File: config.mk
export PLATFORM = sky130hd
export DESIGN_NAME = fsync_spi_tx
export DESIGN_NICKNAME = d
export VERILOG_FILES = /design/src/rtl/fstx_pkg.sv /design/src/rtl/fstx_baud.sv /design/src/rtl/fstx_hold.sv /design/src/rtl/fstx_seq.sv /design/src/rtl/fsync_spi_tx.sv
export SDC_FILE = /design/constraint.sdc
export NUM_CORES = 1
export LEC_CHECK = 0
export ABC_AREA = 1
export BUFFER_PORTS_ARGS = -buffer_cell sky130_fd_sc_hd__buf_4
export CORE_UTILIZATION = 38
export DETAILED_ROUTE_END_ITERATION = 7
export SYNTH_ARGS = -nofsm -noshare
export SYNTH_HDL_FRONTEND = slang
export SYNTH_SLANG_ARGS = --single-unit
File: constraint.sdc
create_clock -name clk -period 5.65 [get_ports clk]
set_clock_uncertainty 0.15 [all_clocks]
set_input_delay 0 -clock clk [delete_from_list [all_inputs] [get_ports clk]]
set_output_delay 0 -clock clk [all_outputs]
set_load 0.005 [all_outputs]
File: src/rtl/fstx_pkg.sv
package fstx_pkg;
  localparam int WORD_W = 32;
  localparam int CNT_W  = 6;

  typedef enum logic [1:0] {ST_IDLE, ST_LEAD, ST_BIT, ST_GAP} seq_state_t;

  // length code to bit count: 8,12,16,20,24 then 32 for the rest
  function automatic logic [CNT_W-1:0] len_from_code(input logic [2:0] code);
    case (code)
      3'd0:    len_from_code = 6'd8;
      3'd1:    len_from_code = 6'd12;
      3'd2:    len_from_code = 6'd16;
      3'd3:    len_from_code = 6'd20;
      3'd4:    len_from_code = 6'd24;
      default: len_from_code = 6'd32;
    endcase
  endfunction

  // left-align the word so the first bit to send sits in the top position
  function automatic logic [WORD_W-1:0] align_frame(input logic [WORD_W-1:0] d,
                                                    input logic [CNT_W-1:0] nbits,
                                                    input logic lsb8);
    logic [WORD_W-1:0] r;
    r = '0;
    if (lsb8) begin
      for (int i = 0; i < 8; i++) r[WORD_W-1-i] = d[i];
    end else begin
      r = d << (WORD_W - int'(nbits));
    end
    return r;
  endfunction
endpackage

File: src/rtl/fstx_baud.sv
module fstx_baud #(
  parameter int HALF = 5
) (
  input  logic clk,
  input  logic rst,
  input  logic run,
  output logic half_tick
);
  localparam int CW = (HALF > 1) ? $clog2(HALF) : 1;

  generate
    if (HALF == 1) begin : g_direct
      assign half_tick = run;
    end else begin : g_count
      logic [CW-1:0] cnt;
      assign half_tick = run && (cnt == CW'(HALF - 1));
      always_ff @(posedge clk) begin
        if (rst || !run)  cnt <= '0;
        else if (half_tick) cnt <= '0;
        else              cnt <= cnt + 1'b1;
      end
    end
  endgenerate
endmodule

File: src/rtl/fstx_hold.sv
module fstx_hold
  import fstx_pkg::*;
(
  input  logic              clk,
  input  logic              rst,
  input  logic              wr_en,
  input  logic [WORD_W-1:0] wr_data,
  input  logic              take,
  input  logic              ovr_clr,
  output logic [WORD_W-1:0] hold_data,
  output logic              hold_full,
  output logic              overrun
);
  always_ff @(posedge clk) begin
    if (rst) begin
      hold_data <= '0;
      hold_full <= 1'b0;
      overrun   <= 1'b0;
    end else begin
      if (take) hold_full <= 1'b0;
      if (wr_en && !hold_full) begin
        hold_data <= wr_data;
        hold_full <= 1'b1;
      end
      if (wr_en && hold_full) overrun <= 1'b1;
      else if (ovr_clr)       overrun <= 1'b0;
    end
  end
endmodule

File: src/rtl/fstx_seq.sv
module fstx_seq
  import fstx_pkg::*;
(
  input  logic              clk,
  input  logic              rst,
  input  logic [2:0]        cfg_len,
  input  logic              cfg_lsb_first,
  input  logic              cfg_cpol,
  input  logic              cfg_dly,
  input  logic              hold_full,
  input  logic [WORD_W-1:0] hold_data,
  input  logic              half_tick,
  output logic              pkt_start,
  output logic              run,
  output logic              sclk,
  output logic              sdo,
  output logic              cs_n
);
  seq_state_t        state;
  logic              phase;
  logic [CNT_W-1:0]  bitcnt;
  logic [CNT_W-1:0]  len_q;
  logic              cpol_q;
  logic [WORD_W-1:0] shreg;
  logic [CNT_W-1:0]  len_now;
  logic [WORD_W-1:0] frame;
  logic              gap_done;
  logic              last_bit;

  assign len_now   = len_from_code(cfg_len);
  assign frame     = align_frame(hold_data, len_now, cfg_lsb_first && (cfg_len == 3'd0));
  assign gap_done  = (state == ST_GAP) && phase && half_tick;
  assign pkt_start = hold_full && ((state == ST_IDLE) || gap_done);
  assign run       = (state != ST_IDLE);
  assign last_bit  = (bitcnt == len_q);

  always_ff @(posedge clk) begin
    if (rst) begin
      state  <= ST_IDLE;
      phase  <= 1'b0;
      bitcnt <= '0;
      len_q  <= 6'd8;
      cpol_q <= 1'b0;
      shreg  <= '0;
      sdo    <= 1'b0;
      cs_n   <= 1'b1;
      sclk   <= cfg_cpol;
    end else if (pkt_start) begin
      cs_n   <= 1'b0;
      len_q  <= len_now;
      cpol_q <= cfg_cpol;
      phase  <= 1'b0;
      if (cfg_dly) begin
        state  <= ST_LEAD;
        shreg  <= frame;
        sdo    <= 1'b0;
        sclk   <= cfg_cpol;
        bitcnt <= '0;
      end else begin
        state  <= ST_BIT;
        shreg  <= frame << 1;
        sdo    <= frame[WORD_W-1];
        sclk   <= !cfg_cpol;
        bitcnt <= 6'd1;
      end
    end else begin
      case (state)
        ST_IDLE: begin
          sclk <= cfg_cpol;
          sdo  <= 1'b0;
          cs_n <= 1'b1;
        end
        ST_LEAD: begin
          if (half_tick) begin
            if (!phase) phase <= 1'b1;
            else begin
              phase  <= 1'b0;
              state  <= ST_BIT;
              sclk   <= !cpol_q;
              sdo    <= shreg[WORD_W-1];
              shreg  <= shreg << 1;
              bitcnt <= bitcnt + 1'b1;
            end
          end
        end
        ST_BIT: begin
          if (half_tick) begin
            if (!phase) begin
              phase <= 1'b1;
              sclk  <= cpol_q;
            end else if (last_bit) begin
              phase <= 1'b0;
              state <= ST_GAP;
              cs_n  <= 1'b1;
              sdo   <= 1'b0;
            end else begin
              phase  <= 1'b0;
              sclk   <= !cpol_q;
              sdo    <= shreg[WORD_W-1];
              shreg  <= shreg << 1;
              bitcnt <= bitcnt + 1'b1;
            end
          end
        end
        default: begin
          sclk <= cfg_cpol;
          if (half_tick) begin
            if (!phase) phase <= 1'b1;
            else begin
              phase <= 1'b0;
              state <= ST_IDLE;
            end
          end
        end
      endcase
    end
  end
endmodule

File: src/rtl/fsync_spi_tx.sv
module fsync_spi_tx #(
  parameter int CLK_DIV = 10
) (
  input  logic        clk,
  input  logic        rst,
  input  logic        wr_en,
  input  logic [31:0] wr_data,
  input  logic [2:0]  cfg_len,
  input  logic        cfg_lsb_first,
  input  logic        cfg_cpol,
  input  logic        cfg_dly,
  input  logic        ovr_clr,
  output logic        sclk,
  output logic        sdo,
  output logic        cs_n,
  output logic        tx_ready,
  output logic        overrun
);
  import fstx_pkg::*;
  localparam int HALF = (CLK_DIV < 2) ? 1 : CLK_DIV / 2;

  logic [WORD_W-1:0] hold_data;
  logic              hold_full;
  logic              pkt_start;
  logic              run;
  logic              half_tick;

  assign tx_ready = !hold_full;

  fstx_hold u_hold (
    .clk(clk), .rst(rst), .wr_en(wr_en), .wr_data(wr_data),
    .take(pkt_start), .ovr_clr(ovr_clr),
    .hold_data(hold_data), .hold_full(hold_full), .overrun(overrun)
  );

  fstx_baud #(.HALF(HALF)) u_baud (
    .clk(clk), .rst(rst), .run(run), .half_tick(half_tick)
  );

  fstx_seq u_seq (
    .clk(clk), .rst(rst), .cfg_len(cfg_len), .cfg_lsb_first(cfg_lsb_first),
    .cfg_cpol(cfg_cpol), .cfg_dly(cfg_dly), .hold_full(hold_full),
    .hold_data(hold_data), .half_tick(half_tick), .pkt_start(pkt_start),
    .run(run), .sclk(sclk), .sdo(sdo), .cs_n(cs_n)
  );
endmodule

==> impl_metrics.ini <==
[worst_hold_path]
hp-start = cfg_len[1]
worstHoldPathCells = 3
holdCritPathClass = in -> reg

[global_routing]
antenna_found_initial = 0
grt_overflow = 0
grt_max_degree = 65
grt_pass1_wl_mm = 25.6
grt_usage = 0.230
grt_pass1_vias = 4955

[clock_tree]
post-cts-setup-buffer-count = 0
clk_pin_slew_ns = 0.06
cts_buffers = 9
cts_hold_buf = 39
clk-insertion-delay-late_ns = 0.35
cts-resized-gates = 0
ctsLongestPathBuffers = 2
tritoncts = built
cts-root-buf = clkbuf_16
htree_levels = 3
cts_sinks = 86

[synthesis]
synth.distinct_cells = 32
synth_seq_cells = 86
synth_fp_nets = 868
syn-cell-area_um2 = 5140
avgSynthCellArea_um2 = 6.30
synth_seq_area_share = 0.337
ys.warnings.count = 0
syn_inst = 816

[worst_setup_path]
reg2reg_from = u_seq.state[0]
cpMostUsedCell = inv_1
max_stage_delay_ns = 0.61
crit_start = u_seq.state[0]
crit_fanout = 24
critPathKind = reg -> reg
cp_top_family = simple AND/OR/NAND/NOR gates
slowest_stage = inv_1
cp-start-kind = register
cp-end-kind = register
reg2reg_depth = 11
arrival_ns = 2.92
path_buf_inv = 3
crit_chain = inv_1 > ha_1 > nor2_2 > nand2_1 > nand2_4 > nand2_2 > inv_1 > nand3_1 > nand3_1 > nand2_1 > inv_1
cp_num_cells = 11
cp.required_ns = 5.80

[floorplanning]
io-pin-count = 47
die_h_um = 118
start_util = 0.388
num_rows = 42
dieArea_um2 = 14000
core_um2 = 13200
die_w_um = 118

[placed_design]
place.gp.congestion = 0.984
hpwl_mm = 10.5
io_buffers = 46
place_ws_ns = 2.95
place_area_um2 = 5460

[timing]
fin_tns_setup_ns = 0
grt_setup_unrepaired = no
min_period_ns = 2.78
relSlewSlack = 0.493
hold_violations = 0
max_freq_ghz = 0.360
tightest_slew_ns = 0.760
setup_ws_ns = 2.87
period_share = 0.491
finalSetupViolCount = 0
timing.hold.ws_ns = 0.0364
final-max-slew-violation-count = 0

[power]
ir_drop_uv = 228
powerDensity_nw_per_um2 = 329
p_leak_nw = 2.73
power_mw = 2.03

[detailed_routing]
antenna_left = 0
post_drt_wl_per_cell_um = 14.8
drc = 0
viasPerCell = 5.15
vias = 5416
drtPass1Iterations = 5
drt_iter0_drc = 545
routed_wl_mm = 15.6

[layout]
num_antenna_cells = 0
syn_to_final_growth_pct = 19.8
drive_gt1_frac = 0.0982
seqCellArea_um2 = 1730
finalInstanceArea_um2 = 6160
nFillCells = 1413
multi_input_area_um2 = 2850
final_nets = 923

[outcome]
status = completed

[run]
drv_cap = 0
-- cells by family after synthesis --
family | after synthesis | share of synthesized area
compound gates | 186 | 0.185
xor+xnor | 5 | 0.00852
buf+inv | 120 | 0.109
fa+ha+maj | 10 | 0.0243
flops | 86 | 0.337
simple gates | 409 | 0.337
-- area by class of cell --
cell class | instances | area share
Clock buffer | 11 | 0.0410
Timing Repair Buffer | 87 | 0.122
Sequential cell | 86 | 0.281
Tap cell | 176 | 0.0358
Clock inverter | 5 | 0.00914
Multi-Input combinational cell | 610 | 0.463
Inverter | 77 | 0.0477
-- worst paths after layout --
path | end | slack, ns
hold reg to reg | u_baud.g_count.cnt[0] | 0.31
setup reg to reg | u_seq.shreg[29] | 2.87
setup / recovery | u_seq.shreg[29] | 2.87
hold / removal | u_seq.len_q[4] | 0.04
-- cell usage in the layout (no fill, tap or decap) --
master	count
a21oi_1	88
a221oi_1	1
a31oi_1	2
buf_4	48
bufinv_16	1
clkbuf_16	9
clkbuf_8	2
clkinv_1	1
clkinv_2	2
clkinvlp_4	1
dfxtp_1	85
dlygate4sd3_1	39
edfxtp_1	1
ha_1	10
inv_1	69
inv_2	6
inv_6	2
nand2_1	219
nand2_2	4
nand2_4	3
nand3_1	100
nand3_2	1
nand4_1	2
nor2_1	72
nor2_2	5
nor2_4	2
nor4_1	1
o211ai_1	2
o21ai_0	78
o21ai_1	13
o221ai_1	1
o32ai_1	1
xnor2_1	3
xor2_1	2
-- metrics by stage --
stage	std cells	utilization
finish	1052	0.465
detailed placement	997	0.412
floorplan	816	-
CTS	1052	0.465
global route	1052	0.465
global placement	997	0.412
-- cells in the mapped netlist (all sizes together) --
library cell / count / area share
nor2: 79 / 0.063
o32ai: 1 / 0.0017
xor2: 2 / 0.0034
clkbuf: 14 / 0.010
nand4: 2 / 0.0024
buf: 29 / 0.041
a31oi: 2 / 0.0024
nor4: 1 / 0.0012
o21ai: 91 / 0.089
clkinv: 1 / 0.00073
a221oi: 1 / 0.0017
edfxtp: 1 / 0.0058
inv: 76 / 0.056
a21oi: 88 / 0.086
dfxtp: 85 / 0.33
o221ai: 1 / 0.0017
o211ai: 2 / 0.0029
nand2: 226 / 0.17
ha: 10 / 0.024
nand3: 101 / 0.099
xnor2: 3 / 0.0051
-- registers in the layout (all words and copies together), names as in the netlist, 2 cells and up --
name,cells
u_hold.hold_data,32
u_seq.shreg,32
u_seq.bitcnt,6
u_seq.len_q,4
u_baud.g_count.cnt,3
u_seq.state,2
-- worst reg2reg max path, cell delays in order (launching register included) --
cell and delay, ns:
dfxtp_1 0.38, inv_1 0.11, ha_1 0.26, nor2_2 0.13, nand2_1 0.09, nand2_4 0.22
nand2_2 0.21, inv_1 0.61, nand3_1 0.31, nand3_1 0.17, nand2_1 0.05, inv_1 0.04
-- metal layers --
layer | part of all wire | track usage | vias up
met2 | 0.44 | 0.351 | 164
met3 | 0.054 | 0.0415 | 25
met4 | 0.020 | 0.0785 | 0
li1 | - | - | 2769
met1 | 0.49 | 0.323 | 2458
met5 | 0 | 0 | -
-- power breakdown --
part	switching [mW]	internal [mW]
Sequential	0.0601	0.718
Clock	0.253	0.367
Combinational	0.411	0.219
(Power assumes the default switching activity.)
